[src/rtl/cgm_pkg.sv]
package cgm_pkg;

   typedef enum logic [2:0] {
      CMD_NOP  = 3'd0,
      CMD_ACT  = 3'd1,
      CMD_RD   = 3'd2,
      CMD_WR   = 3'd3,
      CMD_PRE  = 3'd4,
      CMD_REF  = 3'd5,
      CMD_MRS  = 3'd6,
      CMD_BST  = 3'd7
   } cmd_e;

   typedef enum logic [1:0] {
      MODE_RUN  = 2'b00,
      MODE_SUSP = 2'b01,
      MODE_PDN  = 2'b10
   } mode_e;

   // Strobe pattern {ras_n, cas_n, we_n} to command code.
   function automatic cmd_e strobes_to_cmd(input logic [2:0] rcw);
      cmd_e c;
      case (rcw)
         3'b111:  c = CMD_NOP;
         3'b011:  c = CMD_ACT;
         3'b101:  c = CMD_RD;
         3'b100:  c = CMD_WR;
         3'b010:  c = CMD_PRE;
         3'b001:  c = CMD_REF;
         3'b000:  c = CMD_MRS;
         default: c = CMD_BST;
      endcase
      return c;
   endfunction

endpackage

[src/rtl/cgm_cmd_decode.sv]
module cgm_cmd_decode
   import cgm_pkg::*;
(
   input  logic cs_n,
   input  logic ras_n,
   input  logic cas_n,
   input  logic we_n,
   input  logic accept,
   output logic take,
   output cmd_e code,
   output logic is_act,
   output logic is_pre,
   output logic is_rw,
   output logic is_bst
);

   assign code   = strobes_to_cmd({ras_n, cas_n, we_n});
   assign take   = accept & ~cs_n;
   assign is_act = take & (code == CMD_ACT);
   assign is_pre = take & (code == CMD_PRE);
   assign is_rw  = take & ((code == CMD_RD) | (code == CMD_WR));
   assign is_bst = take & (code == CMD_BST);

endmodule

[config.mk]
export PLATFORM = sky130hd
export DESIGN_NAME = cgm_cmd_decode
export DESIGN_NICKNAME = d
export VERILOG_FILES = /design/src/rtl/cgm_pkg.sv /design/src/rtl/cgm_cmd_decode.sv
export SDC_FILE = /design/constraint.sdc
export NUM_CORES = 1
export LEC_CHECK = 0
export ABC_CLOCK_PERIOD_IN_PS = 1700
export BUFFER_PORTS_ARGS = -buffer_cell sky130_fd_sc_hd__clkbuf_2
export CAP_MARGIN = 15
export CORE_AREA = 2 2 39 41
export DETAILED_ROUTE_END_ITERATION = 7
export DIE_AREA = 0 0 41 43
export PLACE_DENSITY_LB_ADDON = 0.15
export SYNTH_ARGS = -nofsm -noshare
export SYNTH_HDL_FRONTEND = slang
export SYNTH_SLANG_ARGS = --single-unit
[constraint.sdc]
create_clock -name vclk -period 1.7
set_clock_uncertainty 0.2 [all_clocks]
set_input_delay 0.34 -clock vclk [all_inputs]
set_output_delay 0.34 -clock vclk [all_outputs]
set_load 0.01 [all_outputs]
# Word-level counts from Yosys, hierarchy flattened
# Index checks and enable logic that the tools add are counted.
[word_totals] n_memories=0 latch_bits=0 rom_bits=0 reg_bits=0 ramBits=0
[op_classes] n_eq_ne=11 n_shift=0 reduce_logical=1 n_mul=0 order_cmp=0 addsub=0 n_div=0 bitwise_logic=7 mux=1
[op_table] cell="one-hot mux 3 bit (7 select lines)" n=1
[op_table] cell="== test 3 bit, second input constant" n=5
[op_table] cell="== test 3 x 2 -> 1 bit, second input constant" n=4
[op_table] cell="== test 3 x 1 -> 1 bit, second input constant" n=2
[op_table] cell="AND 1 bit" n=5
[op_table] cell="logical NOT 3 bit" n=1
[op_table] cell="NOT 1 bit" n=1
[op_table] cell="OR 1 bit" n=1

# Logic depth before layout (Yosys ltp)
# Gate-level depths: netlist of the first run.
[logic_depth] word_depth=5 ltp_mapped=4

# Worst setup path before layout of the first run
# Ideal clock, no wire load.
[synth_path] path_kind="input to output" from="input ras_n" to="output is_pre" setup_slack_ns=0.015 t_required_ns=1.160 cell_stages=4 path_buffers=0 arrival_ns=1.145 path_cell_list="inv_1 ha_1 inv_1 nor4_1"
[synth_via] elab_chain_cells=4 word_cells_on_any_way=10 classes_between="7 x eq/ne; 1 x mux; 1 x bitwise; 1 x reduce/logical"
[synth_rtl] item="from (decl)" line="cgm_cmd_decode.sv:5" rtl="input logic ras_n,"
[synth_rtl] item="== test 3 x 1 -> 1 bit (tied with other cells)" line="cgm_pkg.sv:23" rtl="case (rcw)"
[synth_rtl] item="one-hot mux 3 bit (7 select lines) *" line="cgm_pkg.sv:23"
[synth_rtl] item="via code[0]" line="cgm_cmd_decode.sv:10" rtl="output cmd_e code,"
[synth_rtl] item="== test 3 bit *" line="cgm_cmd_decode.sv:20" rtl="assign is_pre = take & (code == CMD_PRE);"
[synth_rtl] item="AND 1 bit *" line="cgm_cmd_decode.sv:20"
[synth_rtl] item="to (decl)" line="cgm_cmd_decode.sv:12" rtl="output logic is_pre,"
# Mark *: on every way through the listed nets, which the timed path passes. The rest lies on a longest branch.

# Worst setup path in the final report of the first run
[layout_path] from="input ras_n" to="output is_pre"
[layout_via] elab_chain_cells=4 word_cells_on_any_way=10 classes_between="7 x eq/ne; 1 x mux; 1 x bitwise; 1 x reduce/logical"
[layout_rtl] item="== test 3 x 1 -> 1 bit (tied with other cells)" line="cgm_pkg.sv:23"
[layout_rtl] item="one-hot mux 3 bit (7 select lines) *" line="cgm_pkg.sv:23"
[layout_rtl] item="== test 3 bit *" line="cgm_cmd_decode.sv:20"
[layout_rtl] item="AND 1 bit *" line="cgm_cmd_decode.sv:20"
# Every way passes the cells marked *; elsewhere a longest branch is shown, timed or not.

==> impl_metrics.env, run 1 <==
export IMPL_drv_slew=0
export IMPL_synth_top_cell_area_share_pct=22.2
export IMPL_grt_usage_pct=4.40
export IMPL_synth_cell_types=10
export IMPL_maxSlewHeadroom_pct=88.0
export IMPL_synth_compound_area_share_pct=0
export IMPL_die_w_um=41
export IMPL_synthCells=15
export IMPL_cp_common_cell="inv_2"
export IMPL_first_pass_iters=1
export IMPL_synthSimpleGateAreaFrac_pct=32.2
export IMPL_ys_warnings_count=0
export IMPL_worst_slew_pin_slew_ns=0.176
export IMPL_synth_nets=22
export IMPL_regArea_um2=0
export IMPL_io_buffers=13
export IMPL_startpoint="ras_n"
export IMPL_yosysSeqAreaShare_pct=0
export IMPL_antenna_left=0
export IMPL_rsz0062_at_grt="false"
export IMPL_hp_start="ras_n"
export IMPL_hold_violations=0
export IMPL_dr_first_iter_drc_count=0
export IMPL_ctsHoldBuffers=0
export IMPL_muxShareOfSynthArea_pct=12.2
export IMPL_die_y_um=43
export IMPL_die_area_mm2=0.00176
export IMPL_seq_cell_count=0
export IMPL_slowest_delay_ns=0.25
export IMPL_crit_family="buffers and inverters"
export IMPL_drc=0
export IMPL_end_kind="primary output"
export IMPL_fin_crit_ns=1.68
export IMPL_synth_xor_area_share_pct=7.78
export IMPL_grt_pass1_wl_um=558
export IMPL_critPathSlowestCell="ha_4"
export IMPL_place_hpwl_um=359
export IMPL_synth_avg_cell_area_um2=7.51
export IMPL_worstPathRequired_ns=1.16
export IMPL_routed_wl_um=421
export IMPL_synth_fa_ha_area_share_pct=31.1
export IMPL_rows=14
export IMPL_finalSetupViolations=0
export IMPL_globalRoute_totalOverflow=0
export IMPL_grt_max_degree=5
export IMPL_drive_above_1_share_pct=71.9
export IMPL_wl_per_cell_um=8.77
export IMPL_start_util_pct=8.14
export IMPL_fin_util_pct=19.6
export IMPL_vias_per_cell=3.42
export IMPL_yosysMostFrequentCell="inv_1"
export IMPL_min_path_type="input port to primary output"
export IMPL_worstPathCellList="buf_6 -> inv_2 -> ha_4 -> inv_2 -> nor4_2 -> buf_2"
export IMPL_grt_pass1_vias=125
export IMPL_p_leak_nw=0.145
export IMPL_status="complete, no violations"
export IMPL_grt_antenna_before_repair=0
export IMPL_fin_crit_sh_pct=98.8
export IMPL_power_total_w=0.0000659
export IMPL_cp_arrival_ns=1.14
export IMPL_power_density_mw_per_mm2=243
export IMPL_vias=164
export IMPL_syn_area_um2=113
export IMPL_cp_max_fo=2
export IMPL_crit_buf_inv=4
export IMPL_synth_top_cell_by_area="ha_1"
export IMPL_core_area_mm2=0.00138
export IMPL_clockBufferCount=0
export IMPL_nNetsFinal=41
export IMPL_n_antenna_cell=0
export IMPL_ys_top_cells_by_area="ha_1, inv_1, mux2i_2"
export IMPL_ys_top_cells_by_count="inv_1, ha_1"
export IMPL_max_freq_mhz=595
export IMPL_synth_top_family_by_area="simple AND/OR/NAND/NOR gates"
export IMPL_io_pins=13
export IMPL_crit_type="input port to primary output"
export IMPL_start_kind="input port"
export IMPL_maxCapViolCount=0
export IMPL_ir_drop_v=0.0000845
export IMPL_gp_congestion=0.598
export IMPL_syn_to_final_growth_pct=141
[path summary, 6_finish.rpt]
check / end / slack (ns) / depth (start not counted)
max: is_pre / 0.02 / 6
min: is_rw / 0.82 / 4
[repair_timing]
item                                    4_1_cts  5_1_grt
resized for setup                             4        9
endpoints found under the setup margin        1        3
buffers inserted                              1        0
pin swaps                                     1        2
[metrics by stage]
stage,setup WS [ns],TNS (ns),area [µm²],hold slack (ns),std cells
after floorplan,0.0148,0,113,0.531,15
after global placement,-0.0840,-0.0840,220,0.804,47
after detailed placement,-0.0681,-0.0681,220,0.815,47
after CTS,-0.0429,-0.0429,246,0.815,48
after global routing,0.00255,0,272,0.836,48
final,0.0200,0,272,0.818,48
[routing by layer]
metal	part of all wire, %	up-vias	GRT usage [%]
met3	21	0	1.05
met1	47	67	7.91
met5	0	-	0
li1	-	84	-
met2	31	13	5.31
met4	0	0	0
[cells by family after synthesis]
kind of cell	count (synthesis)
multiplexers	1
XOR/XNOR	1
AND/OR/NAND/NOR	5
buffers and inverters	5
adder cells (fa/ha/maj)	3
[placed cells by master (no fill, tap or decap)]
master,Yosys,layout
mux2i_4,0,1
maj3_1,1,1
ha_1,2,1
nor4_2,0,1
nor3b_2,1,1
inv_1,5,3
buf_4,0,3
xnor2_1,1,1
and3_1,1,1
ha_4,0,1
inv_2,0,2
buf_2,0,2
clkbuf_2,0,9
nand2b_1,1,1
buf_6,0,3
nor3_1,1,1
[power by group]
| group | switching [W] | internal [W] |
|---|---|---|
| Clock | 0 | 0 |
| Sequential | 0 | 0 |
| Combinational | 0.0000308 | 0.0000351 |
[cell type report]
type                       count  area (µm²)
multi-input combinational     10         121
tap                           16        20.0
fill                         161        1110
inverter                       5        18.8
timing repair buffer          17         111
Power figures use the tool's default switching activity.
==> inputs of run 2 (changes only) <==
- CELL_PAD_IN_SITES_DETAIL_PLACEMENT: default -> 2
- CELL_PAD_IN_SITES_GLOBAL_PLACEMENT: default -> 2
==> impl_metrics.env, run 2 (synthesis results as in run 1) <==
export IMPL_grt_antenna_before_repair=0
export IMPL_n_antenna_cell=0
export IMPL_rows=14
export IMPL_globalRoute_totalOverflow=0
export IMPL_startpoint="ras_n"
export IMPL_die_w_um=41
export IMPL_worstPathRequired_ns=1.16
export IMPL_drv_slew=0
export IMPL_drive_above_1_share_pct=73.5
export IMPL_rsz0062_at_grt="true"
export IMPL_finalSetupViolations=0
export IMPL_gp_congestion=0.589
export IMPL_regArea_um2=0
export IMPL_max_freq_mhz=601
export IMPL_switching_power_w=0.0000329
export IMPL_nNetsFinal=43
export IMPL_cp_max_fo=2
export IMPL_min_path_type="input port to primary output"
export IMPL_maxCapViolCount=0
export IMPL_grt_pass1_wl_um=710
export IMPL_routed_wl_um=445
export IMPL_syn_to_final_growth_pct=159
export IMPL_status="complete, no violations"
export IMPL_first_pass_iters=2
export IMPL_start_util_pct=8.14
export IMPL_crit_type="input port to primary output"
export IMPL_end_kind="primary output"
export IMPL_core_area_mm2=0.00138
export IMPL_place_hpwl_um=403
export IMPL_setup_tns_final_ns=0
export IMPL_worst_slack_ns=0.0375
export IMPL_dpl_cell_area_um2=228
export IMPL_grt_max_degree=5
export IMPL_p_leak_nw=0.156
export IMPL_comb_power_share_pct=100.0
export IMPL_cp_arrival_ns=1.12
export IMPL_ir_drop_v=0.0000564
export IMPL_endpoint="is_pre"
export IMPL_dr_first_iter_drc_count=2
export IMPL_pre_cts_ws_ns=-0.0984
export IMPL_power_density_mw_per_mm2=245
export IMPL_antenna_left=0
export IMPL_wl_per_cell_um=8.90
export IMPL_die_y_um=43
export IMPL_grt_pass1_vias=177
export IMPL_seq_cell_count=0
export IMPL_finish_instance_area_um2=292
export IMPL_layout_commonest_cell="clkbuf_2"
export IMPL_pwr_share_seq_pct=0
export IMPL_io_buffers=13
export IMPL_maxSlewHeadroom_pct=82.5
export IMPL_switching_share_pct=46.0
export IMPL_vias=175
export IMPL_clockBufferCount=0
export IMPL_vias_per_cell=3.50
export IMPL_fin_crit_ns=1.66
export IMPL_layout_common_cells="clkbuf_2, buf_4, inv_1"
export IMPL_ctsHoldBuffers=0
export IMPL_fin_crit_sh_pct=97.8
export IMPL_start_kind="input port"
export IMPL_pwr_share_clk_pct=0
export IMPL_io_pins=13
export IMPL_power_internal_w=0.0000386
export IMPL_grt_usage_pct=5.50
export IMPL_hold_violations=0
export IMPL_worst_slew_pin_slew_ns=0.261
export IMPL_drc=0
export IMPL_die_area_mm2=0.00176
[run 2: routing by layer]
layer	up-vias	share of wire [%]	global-route usage [%]
li1	87	-	-
met1	81	42	7.62
met2	7	53	9.38
met3	0	5.4	0.524
met4	0	0	0
met5	-	0	0
[run 2: what timing repair did]
item                       4_1_cts  5_1_grt
setup endpoints to repair        1        4
gates resized for setup          4       10
pin swaps                        2        2
buffers inserted                 1        1
[run 2: cell type report]
class                           count  area, µm²
Tap cell                           16       20.0
Timing Repair Buffer               19        126
Inverter                            5       23.8
Fill cell                         164       1090
Multi-Input combinational cell     10        121
[run 2: worst max-delay path: stages]
cell and delay, ns:
buf_8 0.08, inv_4 0.03, ha_4 0.26, inv_4 0.03, nor4_4 0.22, buf_2 0.16
[run 2: worst min path at each step]
| stage | depth (start not counted) | start | slack [ns] | endpoint |
|---|---|---|---|---|
| 5_1_grt | 3 | cas_n | 0.83 | is_rw |
| 6_report | 3 | cas_n | 0.82 | is_rw |
| 4_1_cts | 3 | cas_n | 0.82 | is_rw |
| 3_5_place_dp | 3 | cas_n | 0.82 | is_rw |
| 3_3_place_gp | 3 | cas_n | 0.81 | is_rw |
| 2_1_floorplan | 1 | cas_n | 0.53 | is_rw |
[run 2: power groups by stage]
stage          Clock, W  Combinational (W)  Sequential, W
6_report              0          0.0000715              0
5_1_grt               0          0.0000798              0
4_1_cts               0          0.0000614              0
3_5_place_dp          0          0.0000529              0
3_3_place_gp          0          0.0000521              0
2_1_floorplan         0          0.0000216              0
[run 2: per-stage QoR]
| step | std cells | hold WS, ns | utilization [%] | total power (W) |
|---|---|---|---|---|
| finish | 50 | 0.819 | 21.1 | 0.0000715 |
| global route | 50 | 0.829 | 21.1 | 0.0000798 |
| CTS | 49 | 0.819 | 18.4 | 0.0000614 |
| detailed placement | 48 | 0.819 | 16.5 | 0.0000529 |
| global placement | 48 | 0.807 | 16.5 | 0.0000521 |
| floorplan | 15 | 0.531 | - | 0.0000216 |
==> inputs of run 3 (changes only) <==
- CORE_AREA: 2 2 39 41 -> 10 10 47 49
- DIE_AREA: 0 0 41 43 -> 0 0 57 59
==> impl_metrics.env, run 3 (synthesis results as in run 1) <==
export IMPL_grt_max_degree=5
export IMPL_vias=169
export IMPL_regArea_um2=0
export IMPL_dr_first_iter_drc_count=0
export IMPL_start_kind="input port"
export IMPL_io_buffers=13
export IMPL_maxSlewHeadroom_pct=88.3
export IMPL_power_density_mw_per_mm2=235
export IMPL_vias_per_cell=3.45
export IMPL_wl_per_cell_um=10.9
export IMPL_io_pins=13
export IMPL_fin_crit_sh_pct=98.6
export IMPL_die_area_mm2=0.00336
export IMPL_dp_cells=47
export IMPL_rsz0062_at_grt="true"
export IMPL_min_path_type="input port to primary output"
export IMPL_stdcell_count=49
export IMPL_finalSetupViolations=0
export IMPL_clockBufferCount=0
export IMPL_layout_common_cells="clkbuf_2, buf_4, inv_1"
export IMPL_cp_arrival_ns=1.14
export IMPL_worst_slew_pin_slew_ns=0.172
export IMPL_min_path_cells=3
export IMPL_hp_start="cas_n"
export IMPL_crit_type="input port to primary output"
export IMPL_die_w_um=57
export IMPL_nNetsFinal=42
export IMPL_seq_cell_count=0
export IMPL_grt_pass1_vias=188
export IMPL_grt_pass1_wl_um=855
export IMPL_min_to="is_rw"
export IMPL_max_freq_mhz=597
export IMPL_cp_max_fo=2
export IMPL_setup_tns_final_ns=0
export IMPL_routed_wl_um=536
export IMPL_layout_commonest_cell="clkbuf_2"
export IMPL_start_util_pct=8.04
export IMPL_fin_crit_ns=1.68
export IMPL_first_pass_iters=1
export IMPL_gp_congestion=0.598
export IMPL_die_y_um=59
export IMPL_worstPathRequired_ns=1.16
export IMPL_syn_to_final_growth_pct=139
export IMPL_n_antenna_cell=0
export IMPL_drive_above_1_share_pct=72.7
export IMPL_drc=0
export IMPL_ctsHoldBuffers=0
export IMPL_p_leak_nw=0.147
export IMPL_end_kind="primary output"
export IMPL_status="complete, no violations"
export IMPL_maxCapViolCount=0
export IMPL_core_area_mm2=0.00140
export IMPL_grt_antenna_before_repair=0
export IMPL_drv_slew=0
export IMPL_place_hpwl_um=480
export IMPL_rows=14
export IMPL_antenna_left=0
export IMPL_hold_worst_slack_ns=0.841
export IMPL_hold_violations=0
export IMPL_grt_usage_pct=2.93
export IMPL_ir_drop_v=0.0000562
export IMPL_globalRoute_totalOverflow=0
-- run 3: changes by cell type in the layout (fill, tap and decap cells not counted), sizes merged --
| cell | delta |
|---|---|
| clkbuf | +1 |
| buf | -2 |
-- run 3: worst max path at each step --
stage	start	end
finish	we_n	is_pre
global route	we_n	is_pre
CTS	ras_n	is_pre
detailed placement	ras_n	is_pre
global placement	ras_n	is_pre
floorplan	ras_n	is_pre
-- run 3: worst max-delay path, cell delays in order --
cell,delay (ns)
clkbuf_2,0.11
ha_4,0.26
inv_2,0.03
nor4_2,0.22
buf_2,0.17
-- run 3: layer usage --
layer | wire length, µm | track usage [%]
met1 | 197 | 3.18
met2 | 309 | 5.89
met3 | 29 | 0.644
met4 | 0 | 0
met5 | 0 | 0
-- run 3: timing repair --
| item | in CTS | in global routing |
|---|---|---|
| resized for setup | 4 | 3 |
| setup endpoints to repair | 1 | 2 |
| buffers inserted | 1 | 1 |
| hold endpoints to repair | 0 | 0 |
| pin swaps | 1 | 1 |
-- run 3: report_power, final --
| part | leakage [nW] | internal, W | switching, W |
|---|---|---|---|
| Combinational | 0.147 | 0.0000328 | 0.0000303 |
| Clock | 0 | 0 | 0 |
| Sequential | 0 | 0 | 0 |
-- run 3: through the flow --
| step | cell area (µm²) | util, % | worst slack, ns | power (W) |
|---|---|---|---|---|
| final | 269 | 19.2 | 0.0237 | 0.0000631 |
| after global routing | 269 | 19.2 | -0.0232 | 0.0000700 |
| after CTS | 246 | 17.6 | -0.0522 | 0.0000592 |
| after detailed placement | 220 | 15.7 | -0.104 | 0.0000519 |
| after global placement | 220 | 15.7 | -0.0880 | 0.0000509 |
| after floorplan | 113 | - | 0.0148 | 0.0000216 |
-- run 3: final cells by class --
cell class / instances / area [µm²]
Multi-Input combinational cell: 10 / 121
Inverter: 5 / 18.8
Tap cell: 16 / 20.0
Fill cell: 177 / 1130
Timing Repair Buffer: 18 / 109
